--- src/rtl/smc_pkg.sv ---
package smc_pkg;
    parameter int CNT_W = 6;
    localparam int LEN_W = CNT_W + 2;

    typedef logic [CNT_W-1:0] cnt_t;
    typedef logic [LEN_W-1:0] len_t;

    typedef struct packed {
        cnt_t stb_setup;
        cnt_t stb_pulse;
        cnt_t sel_setup;
        cnt_t sel_pulse;
        cnt_t total;
    } phase_set_t;

    typedef enum logic [2:0] {
        FLD_STB_SETUP = 3'd0,
        FLD_STB_PULSE = 3'd1,
        FLD_SEL_SETUP = 3'd2,
        FLD_SEL_PULSE = 3'd3,
        FLD_TOTAL     = 3'd4
    } field_e;

    localparam phase_set_t RESET_SET = '{
        stb_setup: cnt_t'(1), stb_pulse: cnt_t'(2),
        sel_setup: cnt_t'(0), sel_pulse: cnt_t'(4),
        total:     cnt_t'(4)
    };

    function automatic phase_set_t slow_set(input logic is_write);
        phase_set_t p;
        p.stb_setup = cnt_t'(1);
        p.stb_pulse = cnt_t'(1);
        p.sel_setup = cnt_t'(0);
        p.sel_pulse = is_write ? cnt_t'(3) : cnt_t'(2);
        p.total     = is_write ? cnt_t'(3) : cnt_t'(2);
        return p;
    endfunction

    function automatic len_t span(input cnt_t a, input cnt_t b);
        return len_t'(a) + len_t'(b);
    endfunction

    function automatic len_t access_len(input phase_set_t p);
        len_t m;
        m = len_t'(p.total);
        if (span(p.stb_setup, p.stb_pulse) > m) m = span(p.stb_setup, p.stb_pulse);
        if (span(p.sel_setup, p.sel_pulse) > m) m = span(p.sel_setup, p.sel_pulse);
        if (m == '0) m = len_t'(1);
        return m;
    endfunction

    function automatic logic in_window(input len_t k, input cnt_t start, input cnt_t width);
        return (k >= len_t'(start)) && (k < span(start, width));
    endfunction

    function automatic phase_set_t apply_field(input phase_set_t p, input logic [2:0] fld,
                                               input cnt_t val);
        phase_set_t r;
        r = p;
        case (fld)
            FLD_STB_SETUP: r.stb_setup = val;
            FLD_STB_PULSE: r.stb_pulse = val;
            FLD_SEL_SETUP: r.sel_setup = val;
            FLD_SEL_PULSE: r.sel_pulse = val;
            FLD_TOTAL:     r.total     = val;
            default:       r = p;
        endcase
        return r;
    endfunction
endpackage

--- src/rtl/smc_timing_regs.sv ---
module smc_timing_regs
    import smc_pkg::*;
#(
    parameter int NUM_CS = 4
) (
    input  logic                      clk,
    input  logic                      rst,
    input  logic                      cfg_we,
    input  logic [$clog2(NUM_CS)-1:0] cfg_cs,
    input  logic                      cfg_dir,
    input  logic [2:0]                cfg_field,
    input  cnt_t                      cfg_wdata,
    input  logic [$clog2(NUM_CS)-1:0] sel_cs,
    input  logic                      sel_dir,
    output phase_set_t                sel_set
);
    localparam int CS_W = $clog2(NUM_CS);

    phase_set_t rd_bank [NUM_CS];
    phase_set_t wr_bank [NUM_CS];

    for (genvar g = 0; g < NUM_CS; g++) begin : g_cs
        phase_set_t rd_cell;
        phase_set_t wr_cell;
        logic       hit;

        assign hit = cfg_we && (cfg_cs == CS_W'(g));

        always_ff @(posedge clk) begin
            if (rst) begin
                rd_cell <= RESET_SET;
                wr_cell <= RESET_SET;
            end else if (hit) begin
                if (cfg_dir) wr_cell <= apply_field(wr_cell, cfg_field, cfg_wdata);
                else         rd_cell <= apply_field(rd_cell, cfg_field, cfg_wdata);
            end
        end

        assign rd_bank[g] = rd_cell;
        assign wr_bank[g] = wr_cell;
    end

    assign sel_set = sel_dir ? wr_bank[sel_cs] : rd_bank[sel_cs];
endmodule

--- src/rtl/smc_access_seq.sv ---
module smc_access_seq
    import smc_pkg::*;
#(
    parameter int NUM_CS = 4,
    parameter int ADDR_W = 16,
    parameter int DATA_W = 16,
    parameter int BE_W   = DATA_W / 8
) (
    input  logic                      clk,
    input  logic                      rst,
    input  logic                      start,
    input  phase_set_t                tim,
    input  logic                      in_we,
    input  logic [$clog2(NUM_CS)-1:0] in_cs,
    input  logic [ADDR_W-1:0]         in_addr,
    input  logic [BE_W-1:0]           in_be,
    input  logic [DATA_W-1:0]         in_wdata,
    input  logic [DATA_W-1:0]         dq_in,
    output logic                      busy,
    output logic                      last,
    output logic [DATA_W-1:0]         rdata,
    output logic [NUM_CS-1:0]         mem_cs_n,
    output logic                      mem_rd_n,
    output logic                      mem_wr_n,
    output logic [ADDR_W-1:0]         mem_addr,
    output logic [BE_W-1:0]           mem_bs_n,
    output logic [DATA_W-1:0]         mem_dq_out,
    output logic                      mem_dq_oe
);
    localparam int CS_W = $clog2(NUM_CS);

    len_t                cnt;
    len_t                cur_len;
    phase_set_t          cur;
    logic                cur_we;
    logic [CS_W-1:0]     cur_cs;
    logic [ADDR_W-1:0]   addr_q;
    logic [BE_W-1:0]     be_q;
    logic [DATA_W-1:0]   wdata_q;
    logic [DATA_W-1:0]   rdata_q;
    logic                stb_on;
    logic                sel_on;
    logic                capture;

    always_comb begin
        last    = busy && (cnt == cur_len - len_t'(1));
        stb_on  = busy && in_window(cnt, cur.stb_setup, cur.stb_pulse);
        sel_on  = busy && in_window(cnt, cur.sel_setup, cur.sel_pulse);
        capture = stb_on && !cur_we
                  && (cnt == span(cur.stb_setup, cur.stb_pulse) - len_t'(1));
    end

    always_ff @(posedge clk) begin
        if (rst) begin
            busy    <= 1'b0;
            cnt     <= '0;
            cur_len <= len_t'(1);
            cur     <= '0;
            cur_we  <= 1'b0;
            cur_cs  <= '0;
            addr_q  <= '0;
            be_q    <= '0;
            wdata_q <= '0;
            rdata_q <= '0;
        end else begin
            if (start) begin
                busy    <= 1'b1;
                cnt     <= '0;
                cur     <= tim;
                cur_len <= access_len(tim);
                cur_we  <= in_we;
                cur_cs  <= in_cs;
                addr_q  <= in_addr;
                be_q    <= in_be;
                wdata_q <= in_wdata;
            end else if (busy) begin
                if (last) busy <= 1'b0;
                else      cnt  <= cnt + len_t'(1);
            end
            if (capture) rdata_q <= dq_in;
        end
    end

    for (genvar g = 0; g < NUM_CS; g++) begin : g_sel
        assign mem_cs_n[g] = !(sel_on && (cur_cs == CS_W'(g)));
    end

    assign mem_rd_n   = !(stb_on && !cur_we);
    assign mem_wr_n   = !(stb_on && cur_we);
    assign mem_addr   = addr_q;
    assign mem_bs_n   = busy ? ~be_q : '1;
    assign mem_dq_out = wdata_q;
    assign mem_dq_oe  = busy && cur_we;
    assign rdata      = rdata_q;


    ack_single_chk: assert property (@(posedge clk) disable iff (rst) last |=> !last);

    sel_onehot_chk: assert property (@(posedge clk) disable iff (rst) $onehot0(~mem_cs_n));

    strobe_excl_chk: assert property (@(posedge clk) disable iff (rst) !(!mem_rd_n && !mem_wr_n));

    set_hold_chk: assert property (@(posedge clk) disable iff (rst)
        (busy && !last) |=> $stable(cur));

    addr_hold_chk: assert property (@(posedge clk) disable iff (rst)
        (busy && !last) |=> ($stable(mem_addr) && $stable(mem_bs_n)));

    wr_oe_chk: assert property (@(posedge clk) disable iff (rst) !mem_wr_n |-> mem_dq_oe);
endmodule

--- src/rtl/smc_strobe_gen.sv ---
module smc_strobe_gen
    import smc_pkg::*;
#(
    parameter int NUM_CS = 4,
    parameter int ADDR_W = 16,
    parameter int DATA_W = 16,
    parameter int BE_W   = DATA_W / 8,
    parameter int CS_W   = $clog2(NUM_CS)
) (
    input  logic              clk,
    input  logic              rst,
    input  logic              slow_mode,
    input  logic              cfg_we,
    input  logic [CS_W-1:0]   cfg_cs,
    input  logic              cfg_dir,
    input  logic [2:0]        cfg_field,
    input  logic [CNT_W-1:0]  cfg_wdata,
    input  logic              req,
    input  logic              req_we,
    input  logic [CS_W-1:0]   req_cs,
    input  logic [ADDR_W-1:0] req_addr,
    input  logic [BE_W-1:0]   req_be,
    input  logic [DATA_W-1:0] req_wdata,
    output logic              ack,
    output logic [DATA_W-1:0] rdata,
    output logic [NUM_CS-1:0] mem_cs_n,
    output logic              mem_rd_n,
    output logic              mem_wr_n,
    output logic [ADDR_W-1:0] mem_addr,
    output logic [BE_W-1:0]   mem_bs_n,
    output logic [DATA_W-1:0] mem_dq_out,
    output logic              mem_dq_oe,
    input  logic [DATA_W-1:0] mem_dq_in
);
    phase_set_t prog_set;
    phase_set_t chosen;
    logic       busy;
    logic       start;

    assign start  = req && !busy;
    assign chosen = slow_mode ? slow_set(req_we) : prog_set;

    smc_timing_regs #(.NUM_CS(NUM_CS)) u_regs (
        .clk       (clk),
        .rst       (rst),
        .cfg_we    (cfg_we),
        .cfg_cs    (cfg_cs),
        .cfg_dir   (cfg_dir),
        .cfg_field (cfg_field),
        .cfg_wdata (cfg_wdata),
        .sel_cs    (req_cs),
        .sel_dir   (req_we),
        .sel_set   (prog_set)
    );

    smc_access_seq #(
        .NUM_CS(NUM_CS), .ADDR_W(ADDR_W), .DATA_W(DATA_W), .BE_W(BE_W)
    ) u_seq (
        .clk        (clk),
        .rst        (rst),
        .start      (start),
        .tim        (chosen),
        .in_we      (req_we),
        .in_cs      (req_cs),
        .in_addr    (req_addr),
        .in_be      (req_be),
        .in_wdata   (req_wdata),
        .dq_in      (mem_dq_in),
        .busy       (busy),
        .last       (ack),
        .rdata      (rdata),
        .mem_cs_n   (mem_cs_n),
        .mem_rd_n   (mem_rd_n),
        .mem_wr_n   (mem_wr_n),
        .mem_addr   (mem_addr),
        .mem_bs_n   (mem_bs_n),
        .mem_dq_out (mem_dq_out),
        .mem_dq_oe  (mem_dq_oe)
    );


    slow_rd_chk: assert property (@(posedge clk) disable iff (rst)
        (start && slow_mode && !req_we) |=> (mem_rd_n && !ack) ##1 (!mem_rd_n && ack));

    slow_wr_chk: assert property (@(posedge clk) disable iff (rst)
        (start && slow_mode && req_we) |=>
            (mem_wr_n && !ack) ##1 (!mem_wr_n && !ack) ##1 (mem_wr_n && ack));

    idle_gap_chk: assert property (@(posedge clk) disable iff (rst) ack |=> !busy);
endmodule

--- config.mk ---
export PLATFORM = sky130hd
export DESIGN_NAME = smc_strobe_gen
export DESIGN_NICKNAME = d
export VERILOG_FILES = /design/src/rtl/smc_pkg.sv /design/src/rtl/smc_timing_regs.sv /design/src/rtl/smc_access_seq.sv /design/src/rtl/smc_strobe_gen.sv
export SDC_FILE = /design/constraint.sdc
export NUM_CORES = 1
export LEC_CHECK = 0
export ABC_AREA = 1
export ABC_CLOCK_PERIOD_IN_PS = 7430
export CORE_ASPECT_RATIO = 1.25
export CORE_MARGIN = 8
export CORE_UTILIZATION = 32
export CTS_CLUSTER_DIAMETER = 200
export CTS_CLUSTER_SIZE = 12
export DETAILED_ROUTE_END_ITERATION = 10
export PLACE_DENSITY_LB_ADDON = 0.3
export SYNTH_ARGS = -nofsm -noshare
export SYNTH_HDL_FRONTEND = slang
export SYNTH_SLANG_ARGS = --single-unit
--- constraint.sdc ---
create_clock -name clk -period 7.43 [get_ports clk]
set_input_delay 1.8575 -clock clk [delete_from_list [all_inputs] [get_ports clk]]
set_output_delay 1.8575 -clock clk [all_outputs]
set_load 0.005 [all_outputs]
Word level (Yosys, flattened, before mapping). Index checks and enable logic that the tools add are counted.

Register bits: 334. Bits in latches: 0. RAM bits: 0. Bits in read-only memories: 0. Word-level logic and storage cells: 175. Memories: 0.

Add/sub/neg operators: 7. $mul: 0. Divide/modulo/power cells: 0. Order comparisons: 7. Equality and inequality tests: 12. Shifts and indexed selects: 0. Muxes and demuxes: 20. Bitwise operators: 4. Reduce and logical (&&, ||, !) cells: 72.

Operators with widths (number): 30-bit 2-to-1 mux (6); 30-bit binary-select mux with 2-bit select (2); 3-bit AND reduction (40); 8-bit 2-to-1 mux (7); 6-bit by 6-bit adder with 7-bit output (4); 1-bit logical AND (18); 8-bit equality test (2); 8-bit by 6-bit >= comparator with 1-bit output (2); 8-bit < comparator (2); 8-bit by 1-bit subtractor with 8-bit output, second input constant (2); 8-bit by 1-bit adder with 8-bit output, second input constant (1); 2-bit equality test, second input constant (4); 8-bit by 6-bit > comparator with 1-bit output (1); 8-bit > comparator (1); 1-bit logical NOT (8); 8-bit logical NOT (1); 3-bit by 2-bit equality test with 1-bit output, second input constant (2); 2-bit by 1-bit equality test with 1-bit output, second input constant (2); 2-bit logical NOT (2); 1-bit 2-to-1 mux (4); 3-bit by 1-bit equality test with 1-bit output, second input constant (1); 3-bit equality test, second input constant (1); 3-bit >= comparator, second input constant (1); 3-bit logical NOT (1); other kinds (6) (7).

Longest topological paths before layout. Gate-level depths: netlist of run 1.

Depth after elaboration: 17. Gate-level depth with buffers: 37. Depth with buffers taken out: 34.

By module. A second synthesis of run 1 with hierarchy kept.

Cell total of the unflattened synthesis: 2723. Area, all modules: 17591.9 sq um.

Modules (own cells, without submodules): smc_timing_regs (instances 1, cells each 1911, area an instance 11532.3 sq um, sequential area each 4804.6 sq um); smc_access_seq (instances 1, cells each 749, area an instance 5803.1 sq um, sequential area each 1861.8 sq um); smc_strobe_gen (instances 1, cells each 63, area an instance 256.5 sq um, sequential area each 0.0 sq um).

Least setup slack after synthesis of run 1. OpenSTA, ideal clock, no wires.

Kind: in2reg. From: input req_cs[0]. To: register u_seq.cur_len[0]. Data arrival time: 6.252 ns. Path slack: 1.108 ns. Cell stages on the path: 35. Path buffers: 4. Path through: buf_2 > buf_2 > buf_2 > buf_2 > o21ai_0 > o221ai_1 > nand2_1 > inv_1 > ha_1 > fa_1 > nand2_1 > nand2_1 > and2_1 > xnor2_1 > inv_1 > ha_1 > nand2_1 > inv_1 > nand4_1 > nand2_1 > nand2_1 > nand2_1 > and2_1 > ha_1 > nand2_1 > o21ai_0 > nand2_1 > nand2_1 > nand2_1 > or2_2 > nand2_1 > nand2_1 > nor2_1 > nand2_1 > a21oi_1.

RTL lines: start: declaration (line smc_strobe_gen.sv:20) `input logic [CS_W-1:0] req_cs,`; end signal: assignment (line smc_access_seq.sv:57) `cur_len <= len_t'(1);`; end signal: assignment (line smc_access_seq.sv:70) `cur_len <= access_len(tim);`; end: declaration (line smc_access_seq.sv:33) `len_t cur_len;`.

==> impl_metrics.yaml, run 1 <==
status:
  run_status: "completed"
worst_setup_path:
  required_ns: 7.94
  slowest_delay_ns: 0.60
  crit_slowest_cell: "clkdlybuf4s50_1"
  cpMostUsedCell: "nand2_1"
  r2r_cells: 30
  endpoint_kind: "flop"
  worstSetupStartpointType: "primary input"
  crit_arrival_ns: 7.09
  crit_type: "primary input to flop"
  cp_max_fo: 11
synth:
  synth_compound_area_share_pct: 18.9
  synth-main-ff-cell: "dfxtp_1"
  yosysSeqAreaShare_pct: 40.8
  synth_top_family_by_area: "simple AND/OR/NAND/NOR gates"
  synthArstFlopShare_pct: 0
  avgSynthCellArea_um2: 7.02
  yosys.area_share.simple_pct: 25.8
  yosys.area_share.adder_pct: 5.47
  netlist-cell-type-count: 43
  synth_edf_count: 0
  ys_seq_elements: 333
  netlist_area_um2: 16300
  mappedNetlistNets: 2468
  synth-warning-count: 0
  muxShareOfSynthArea_pct: 0
  synth_xor_area_share_pct: 1.45
  synthCells: 2329
place:
  port_buffers: 127
  gp_congestion: 0.868
  dp_hpwl_um: 34100
clocking:
  cts-resized-gates: 0
  cts_tree: "yes"
  cts_hold_buf: 0
  worstSkewPairLatency_ns: 0.59
  cts.path.max_buffers: 3
  post_cts_buffers: 0
  clk_pin_slew_worst_paths_ns: 0.07
  htree_levels: 1
  clock-sinks: 333
  root_buffer: "clkbuf_16"
  numCtsBuffers: 31
timing:
  final.period_utilization_pct: 88.6
  setup-tns-final_ns: 0
  slew_viol_final: 0
  period_minus_slack_ns: 6.58
  relSlewSlack_pct: 17.4
  hold_violations: 0
  rsz0062_at_grt: "false"
  setup_violations: 0
  tightest_slew_ns: 1.24
  max_freq_mhz: 152
  finClkSkew_ns: 0.0216
final_layout:
  regArea_um2: 6670
  drive_above_1_share_pct: 4.63
  syn_to_final_growth_pct: 15.9
  multiInputGateArea_um2: 8450
  fin_nets: 2537
  nFillCells: 5316
grt:
  grt_use_total_pct: 16.8
  grt_pass1_wl_um: 80700
  antenna_found_initial: 3
  grt_pass1_vias: 15000
  grt_overflow: 0
  grt_max_degree: 176
power_and_ir_drop:
  p_leak_nw: 8.24
  vdd_drop_max_mv: 0.172
  internal_power_mw: 2.93
  power.share.sequential_pct: 45.0
  comb_power_share_pct: 21.8
  power_density_nw_per_um2: 223
  switchingPower_mw: 1.29
  p_clk_share_pct: 33.2
  swShare_pct: 30.6
  power.total_mw: 4.23
floorplan:
  rows: 92
  start_util_pct: 32.4
  ios: 128
  dieWidth_um: 218
  die_area_um2: 58600
  die_h_um: 269
  core_um2: 50400
route:
  wl_per_cell_um: 16.7
  antenna_left: 0
  num_vias: 15600
  avgViaCountPerCell: 5.10
  wl_um: 50900
  first_pass_iters: 5
  detailedRoute.firstIterationViolations: 1082
  post-route-drc-count: 0
run:
  maxCapViolations: 0
min_path:
  min_path_cells: 2
  worst_hold_path_type: "flop to flop"
-- power by group through the flow --
stage               sequential [mW]  combinational [mW]  clock [mW]
floorplan                      1.93               0.631           0
global placement               1.94               0.916           0
detailed placement             1.94               0.925           0
CTS                            1.90               0.929        1.46
global route                   1.91                1.05        1.51
finish                         1.90               0.923        1.40
-- Yosys cell counts, types with 3 or more instances --
library cell / n / area (um^2)
buf_2: 9 / 45.0
inv_2: 4 / 15.0
xor2_1: 20 / 175
nor2_1: 591 / 2220
o22ai_1: 51 / 319
a21o_1: 3 / 22.5
inv_1: 200 / 751
dfxtp_1: 333 / 6670
nand3_1: 105 / 526
clkbuf_1: 80 / 300
or2_2: 4 / 25.0
nand2_1: 258 / 968
nand2_2: 19 / 119
buf_1: 23 / 86.3
and2_1: 4 / 25.0
a22o_1: 64 / 561
o21ai_0: 348 / 1740
fa_1: 4 / 80.1
nor2_2: 4 / 25.0
o211ai_1: 3 / 22.5
a21oi_1: 63 / 315
nor3_1: 16 / 80.1
nor2_4: 3 / 33.8
clkinv_1: 6 / 22.5
nand3b_1: 3 / 22.5
nor4_1: 5 / 31.3
ha_1: 65 / 813
xnor2_1: 7 / 61.3
nand4_1: 12 / 75.1
o221ai_1: 4 / 35.0
-- critical path, delay by kind of cell --
kind	cells	cell delay, ns
AOI/OAI and AO/OA	3	0.41
xor gates and xnor gates	1	0.20
adders and majority gates	4	1.22
buffers and inverters	6	1.14
and+or+nand+nor	19	2.25
-- state kept, by name, indices dropped and copies added, names as in the netlist --
name / flops
u_regs.g_cs.rd_cell: 120
u_regs.g_cs.wr_cell: 120
u_seq.be_q: 2
u_seq.busy: 1
u_seq.cnt: 8
u_seq.cur: 24
u_seq.cur_cs: 2
u_seq.cur_len: 7
u_seq.cur_we: 1
u_seq.mem_addr: 16
u_seq.mem_dq_out: 16
u_seq.rdata: 16
-- path summary, 6_finish.rpt --
| path | start | end | slack, ns |
|---|---|---|---|
| worst max-delay path | req_we | u_seq.cur_len[0]$_SDFFE_PP1P_ | 0.85 |
| worst min-delay path | u_regs.g_cs[2].rd_cell[11]$_SDFFE_PP0P_ | u_regs.g_cs[2].rd_cell[11]$_SDFFE_PP0P_ | 0.45 |
| worst max register to register | u_regs.g_cs[1].rd_cell[26]$_SDFFE_PP0P_ | u_seq.cur_len[0]$_SDFFE_PP1P_ | 2.76 |
| worst min register to register | u_regs.g_cs[2].rd_cell[11]$_SDFFE_PP0P_ | u_regs.g_cs[2].rd_cell[11]$_SDFFE_PP0P_ | 0.45 |
-- final cells by class --
class	instances	area share [%]
Tap cell	658	4.35
Multi-Input combinational cell	1671	44.6
Inverter	210	4.19
Sequential cell	333	35.2
Antenna cell	2	0.0264
Timing Repair Buffer	151	7.46
Clock buffer	31	4.10
Clock inverter	2	0.0727
-- layer usage --
| layer | vias up | GRT usage, % | share of wire [%] |
|---|---|---|---|
| met3 | 100 | 2.92 | 6.1 |
| met5 | - | 0 | 0.047 |
| met4 | 4 | 5.76 | 3.0 |
| met1 | 7283 | 20.4 | 42 |
| met2 | 433 | 29.6 | 48 |
| li1 | 7762 | - | - |
-- kinds of logic (layout without fill, tap and decap cells) --
group                    Yosys count  count (layout)
AO/OA/AOI/OAI                    545             545
buffers and inverters            325             394
other                              0               2
flip-flops                       333             333
AND/OR/NAND/NOR                 1030            1030
XOR/XNOR                          27              27
adder cells (fa/ha/maj)           69              69
-- metrics by stage --
step           util [%]  hold WS [ns]  setup WS, ns  cells  instance area (um^2)
3_3_place_gp       36.0         0.435         0.386   3023                 18100
3_5_place_dp       36.0         0.442         0.352   3023                 18100
4_1_cts            37.6         0.456         0.951   3056                 18900
5_1_grt            37.6         0.478         0.240   3056                 18900
2_1_floorplan         -         0.424          1.11   2329                 16300
6_report           37.6         0.453         0.848   3058                 18900
-- cell usage in the layout, fill, tap and decap left out, types with 3 or more instances in the layout --
cell type and count:
a22o_1 64, nand2_2 19, xor2_1 20, nor2_4 5
inv_1 198, clkbuf_16 31, a21o_1 3, nor2_2 6
fa_1 4, inv_2 4, a21oi_1 63, nor4_1 5
dfxtp_1 333, nand3b_1 3, nor2_1 587, and2_1 4
or2_2 4, nand3_1 105, buf_2 7, o21ai_0 348
o221ai_1 4, clkdlybuf4s50_1 119, nand2_1 258, buf_4 25
xnor2_1 7, ha_1 65, o22ai_1 51, clkinv_1 6
nand4_1 12, o211ai_1 3, nor3_1 16
Power figures use the tool's default switching activity.
==> run 2, diff against run 1 <==
--- a/config.mk
+++ b/config.mk
@@ -13,6 +13,7 @@
 export CTS_CLUSTER_DIAMETER = 200
 export CTS_CLUSTER_SIZE = 12
 export DETAILED_ROUTE_END_ITERATION = 10
+export MAX_ROUTING_LAYER = met4
 export PLACE_DENSITY_LB_ADDON = 0.3
 export SYNTH_ARGS = -nofsm -noshare
 export SYNTH_HDL_FRONTEND = slang
==> run 2 against run 1 <==
Against the previous run:
- total power increased by 0.28%
- clock power about the same
- via count about the same
- clock-buffer cell count unchanged
- critical path depth unchanged
- design area about the same
- register-to-register slack improved by 0.03 ns
- combinational power increased by 0.9%
- core utilization about the same
- critical endpoint unchanged
==> impl_metrics.yaml, run 2 (synthesis results as in run 1) <==
grt:
  antenna_found_initial: 3
  grt_pass1_vias: 15200
  grt_pass1_wl_um: 81800
  grt_use_total_pct: 17.5
  busiest_layer: "met2"
  use_met2_pct: 29.7
  grt_overflow: 0
  grt_max_degree: 106
  grt_util_met3_pct: 2.98
  met1_usage_pct: 20.8
worst_setup_path:
  cpMostUsedCell: "nand2_1"
  endpoint_kind: "flop"
  required_ns: 7.95
  worstSetupStartpointType: "primary input"
  slowest_delay_ns: 0.59
  crit_arrival_ns: 7.05
  path_delay_family: "simple AND/OR/NAND/NOR gates"
  crit_slowest_cell: "clkdlybuf4s50_1"
  path_buf_inv: 6
  cp_max_fo: 11
  crit_type: "primary input to flop"
floorplan:
  core_um2: 50400
  dieWidth_um: 218
  start_util_pct: 32.4
  die_h_um: 269
  rows: 92
  die_area_um2: 58600
  ios: 128
clocking:
  worstSkewPairLatency_ns: 0.59
  clock-sinks: 333
  numCtsBuffers: 31
  cts_hold_buf: 0
  cts-resized-gates: 0
  root_buffer: "clkbuf_16"
  htree_levels: 1
  post_cts_buffers: 0
  cts.path.max_buffers: 3
  cts_tree: "yes"
  clk_pin_slew_worst_paths_ns: 0.06
final_layout:
  nFillCells: 5278
  layout_common_cells: "587 x nor2_1, 348 x o21ai_0, 333 x dfxtp_1"
  final_common_cell: "nor2_1"
  reg_top3: "u_regs.g_cs.rd_cell x120, u_regs.g_cs.wr_cell x120, u_seq.cur x24"
  drive_above_1_share_pct: 4.63
  syn_to_final_growth_pct: 16.0
  fin_nets: 2537
timing:
  slew_viol_final: 0
  rsz0062_at_grt: "false"
  setup-tns-final_ns: 0
  final.period_utilization_pct: 87.9
  max_freq_mhz: 153
  setup_violations: 0
  hold_ws_ns: 0.458
  hold_violations: 0
  finClkSkew_ns: 0.0111
  period_minus_slack_ns: 6.53
  tightest_slew_ns: 1.14
  relSlewSlack_pct: 23.8
route:
  antenna_left: 0
  first_pass_iters: 5
  detailedRoute.firstIterationViolations: 1142
  avgViaCountPerCell: 5.10
  wl_um: 51300
  post-route-drc-count: 0
  num_vias: 15600
  wl_per_cell_um: 16.8
power_and_ir_drop:
  power_density_nw_per_um2: 224
  p_leak_nw: 8.24
  power.total_mw: 4.24
  vdd_drop_max_mv: 0.155
place:
  dp_hpwl_um: 34700
  port_buffers: 127
  gp_congestion: 0.885
run:
  maxCapViolations: 0
min_path:
  worst_hold_path_type: "flop to flop"
status:
  run_status: "completed"
==> run 2: changes by cell type in the layout (fill, tap and decap cells not counted) <==
| cell | before | now |
|---|---|---|
| buf_12 | 0 | 1 |
| buf_4 | 25 | 24 |
| diode_2 | 2 | 3 |
==> run 2: power breakdown <==
| part | switching [mW] | internal [mW] | total (mW) |
|---|---|---|---|
| sequential | 0.0533 | 1.85 | 1.90 |
| combinational | 0.576 | 0.355 | 0.931 |
| clock | 0.675 | 0.730 | 1.41 |
==> run 2: cell type report <==
| type | instances | area (um^2) | area share (%) |
|---|---|---|---|
| Antenna cell | 3 | 7.51 | 0.0396 |
| Clock buffer | 31 | 776 | 4.09 |
| Clock inverter | 2 | 13.8 | 0.0726 |
| Inverter | 210 | 795 | 4.19 |
| Multi-Input combinational cell | 1671 | 8450 | 44.6 |
| Sequential cell | 333 | 6670 | 35.2 |
| Tap cell | 658 | 823 | 4.34 |
| Timing Repair Buffer | 151 | 1430 | 7.52 |
==> run 2: worst paths after layout <==
path	from	endpoint	slack, ns	depth (start not counted)
max	req_we	u_seq.cur_len[0]$_SDFFE_PP1P_	0.90	33
min	u_regs.g_cs[1].rd_cell[6]$_SDFFE_PP0P_	u_regs.g_cs[1].rd_cell[6]$_SDFFE_PP0P_	0.46	2
min reg2reg	u_regs.g_cs[1].rd_cell[6]$_SDFFE_PP0P_	u_regs.g_cs[1].rd_cell[6]$_SDFFE_PP0P_	0.46	2
max reg2reg	u_regs.g_cs[1].rd_cell[24]$_SDFFE_PP1P_	u_seq.cur_len[0]$_SDFFE_PP1P_	2.79	30
==> run 2: tightest hold or removal path, delay by kind of cell, from the launching register on <==
kind,cells,cell delay (ns)
AOI/OAI and AO/OA,1,0.06
DFF,1,0.30
buffers and inverters,1,0.06
==> run 2: stage by stage <==
step	cell area (um^2)	util (%)	cells	worst slack, ns
2_1_floorplan	16300	-	2329	1.11
3_3_place_gp	18200	36.0	3023	0.383
3_5_place_dp	18200	36.0	3023	0.350
4_1_cts	18900	37.6	3056	0.935
5_1_grt	19000	37.6	3059	0.385
6_report	19000	37.6	3059	0.900
==> run 2: metal layers <==
| metal | vias to the layer above | routed length, um |
|---|---|---|
| li1 | 7759 | - |
| met1 | 7274 | 21900 |
| met2 | 456 | 24600 |
| met3 | 98 | 3240 |
| met4 | 0 | 1600 |
| met5 | - | 0 |
==> run 3, diff against run 2 <==
--- a/config.mk
+++ b/config.mk
@@ -9,12 +9,13 @@
 export ABC_CLOCK_PERIOD_IN_PS = 7430
 export CORE_ASPECT_RATIO = 1.25
 export CORE_MARGIN = 8
-export CORE_UTILIZATION = 32
+export CORE_UTILIZATION = 25
 export CTS_CLUSTER_DIAMETER = 200
 export CTS_CLUSTER_SIZE = 12
 export DETAILED_ROUTE_END_ITERATION = 10
 export MAX_ROUTING_LAYER = met4
 export PLACE_DENSITY_LB_ADDON = 0.3
+export RECOVER_POWER = 100
 export SYNTH_ARGS = -nofsm -noshare
 export SYNTH_HDL_FRONTEND = slang
 export SYNTH_SLANG_ARGS = --single-unit
==> run 3 against run 2 <==
Against the previous run:
- the flow now finishes with violations (max-capacitance violations, max-slew violations)
- clock-buffer cell count unchanged
- wire length is 4.0% higher
- critical path depth up 1
- worst hold slack got worse by 0.0050 ns
- core utilization fell by 8.2 points
- global-route usage shrank 3.1 points
- flip-flop and latch count unchanged
- largest cell class unchanged
- die area increased by 26%
- largest power group unchanged
- combinational power is 1% lower
==> impl_metrics.yaml, run 3 (synthesis results as in run 1) <==
worst_setup_path:
  endpoint_kind: "flop"
  slowest_delay_ns: 0.59
  cpMostUsedCell: "nand2_1"
  worstSetupStartpointType: "primary input"
  cp_max_fo: 12
  required_ns: 7.94
  crit_type: "primary input to flop"
  crit_arrival_ns: 6.92
  crit_slowest_cell: "dlygate4sd3_1"
power_and_ir_drop:
  p_leak_nw: 8.35
  power_density_nw_per_um2: 221
  internal_power_mw: 2.92
  vdd_drop_max_mv: 0.174
  switchingPower_mw: 1.31
  p_clk_share_pct: 33.4
  swShare_pct: 31.0
  power.share.sequential_pct: 44.9
  comb_power_share_pct: 21.7
final_layout:
  syn_to_final_growth_pct: 17.4
  drive_above_1_share_pct: 4.29
  reg_top3: "u_regs.g_cs.rd_cell x120, u_regs.g_cs.wr_cell x120, u_seq.cur x24"
  finalNonFillerCells: 3258
  layout_common_cells: "589 x nor2_1, 348 x o21ai_0, 333 x dfxtp_1"
  final_common_cell: "nor2_1"
  nFillCells: 7185
  fin_nets: 2538
timing:
  hold_violations: 0
  finClkSkew_ns: 0.0225
  fin_ws_ns: 1.02
  period_minus_slack_ns: 6.41
  slew_viol_final: 370
  rsz0062_at_grt: "false"
  setup_violations: 0
  setup-tns-final_ns: 0
  max_freq_mhz: 156
  relSlewSlack_pct: -107
  tightest_slew_ns: 3.11
  final.period_utilization_pct: 86.3
clocking:
  clk_pin_slew_worst_paths_ns: 0.06
  cts_hold_buf: 0
  post_cts_buffers: 0
  htree_levels: 1
  worstSkewPairLatency_ns: 0.59
  clock-sinks: 333
  cts_tree: "yes"
  numCtsBuffers: 31
  root_buffer: "clkbuf_16"
  cts.path.max_buffers: 3
  cts-resized-gates: 0
floorplan:
  start_util_pct: 25.1
  rows: 105
  die_area_um2: 73900
  die_h_um: 302
  core_um2: 65200
  ios: 128
  dieWidth_um: 245
place:
  port_buffers: 127
  dp_hpwl_um: 35500
  dp_slack_ns: 0.535
  dp.cells: 3222
  gp_congestion: 0.840
grt:
  grt_pass1_wl_um: 83900
  grt_use_total_pct: 14.3
  grt_pass1_vias: 14700
  grt_max_degree: 118
  grt_overflow: 0
  antenna_found_initial: 4
route:
  num_vias: 15200
  detailedRoute.firstIterationViolations: 1107
  wl_um: 53300
  post-route-drc-count: 0
  avgViaCountPerCell: 4.67
  wl_per_cell_um: 16.4
  antenna_left: 0
  first_pass_iters: 5
status:
  run_status: "complete, but fails checks"
  violations: "max-capacitance violations, max-slew violations"
run:
  maxCapViolations: 5
min_path:
  worst_hold_path_type: "flop to flop"
run 3: cell count changes in the layout (fill, tap and decap cells not counted), sizes merged:
cell	previous run	this run
dlygate4sd3	0	58
clkinvlp	0	1
buf	32	29
inv	204	203
clkbuf	31	35
clkdlybuf4s50	119	61
run 3: final timing paths:
| path | depth (start not counted) | slack [ns] | endpoint | startpoint |
|---|---|---|---|---|
| setup / recovery | 34 | 1.02 | u_seq.cur_len[0]$_SDFFE_PP1P_ | req_we |
| hold / removal | 2 | 0.45 | u_regs.g_cs[1].rd_cell[6]$_SDFFE_PP0P_ | u_regs.g_cs[1].rd_cell[6]$_SDFFE_PP0P_ |
| hold reg to reg | 2 | 0.45 | u_regs.g_cs[1].rd_cell[6]$_SDFFE_PP0P_ | u_regs.g_cs[1].rd_cell[6]$_SDFFE_PP0P_ |
| setup reg to reg | 7 | 2.58 | u_seq.cur[27]$_SDFFE_PP0P_ | u_seq.busy$_SDFF_PP0_ |
run 3: metal layers:
metal / global-route usage [%] / vias to the layer above / part of all wire [%]
met1: 17.9 / 6956 / 45
met4: 4.05 / 0 / 2.8
li1: - / 7771 / -
met3: 2.21 / 82 / 5.5
met5: - / - / 0
met2: 23.9 / 407 / 47
run 3: power by group through the flow:
stage	registers (mW)	logic [mW]	clock network (mW)
finish	1.90	0.919	1.41
global route	1.91	1.04	1.52
CTS	1.90	0.944	1.46
detailed placement	1.94	0.942	0
global placement	1.94	0.948	0
floorplan	1.93	0.631	0
run 3: stage by stage:
stage	hold WS [ns]	area [um^2]	total power, mW	utilization, %
2_1_floorplan	0.424	16300	2.56	-
3_3_place_gp	0.437	18400	2.89	28.3
3_5_place_dp	0.442	18400	2.89	28.3
4_1_cts	0.454	19200	4.31	29.5
5_1_grt	0.472	19200	4.48	29.4
6_report	0.453	19200	4.24	29.4
run 3: final cells by class:
type / instances / area [um^2] / share of cell area [%]
sequential: 333 / 6670 / 34.8
multi-input combinational: 1671 / 8430 / 44.0
inverter: 210 / 793 / 4.14
antenna: 3 / 7.51 / 0.0391
timing repair buffer: 152 / 1420 / 7.40
tap: 856 / 1070 / 5.59
clock buffer: 31 / 776 / 4.05
clock inverter: 2 / 13.8 / 0.0718
run 3: worst max-delay path, delay by kind of cell:
kind	cells	cell delay, ns
compound gates	4	0.48
xor+xnor	1	0.18
fa+ha+maj	4	1.19
buf+inv	6	1.04
simple gates	19	2.14
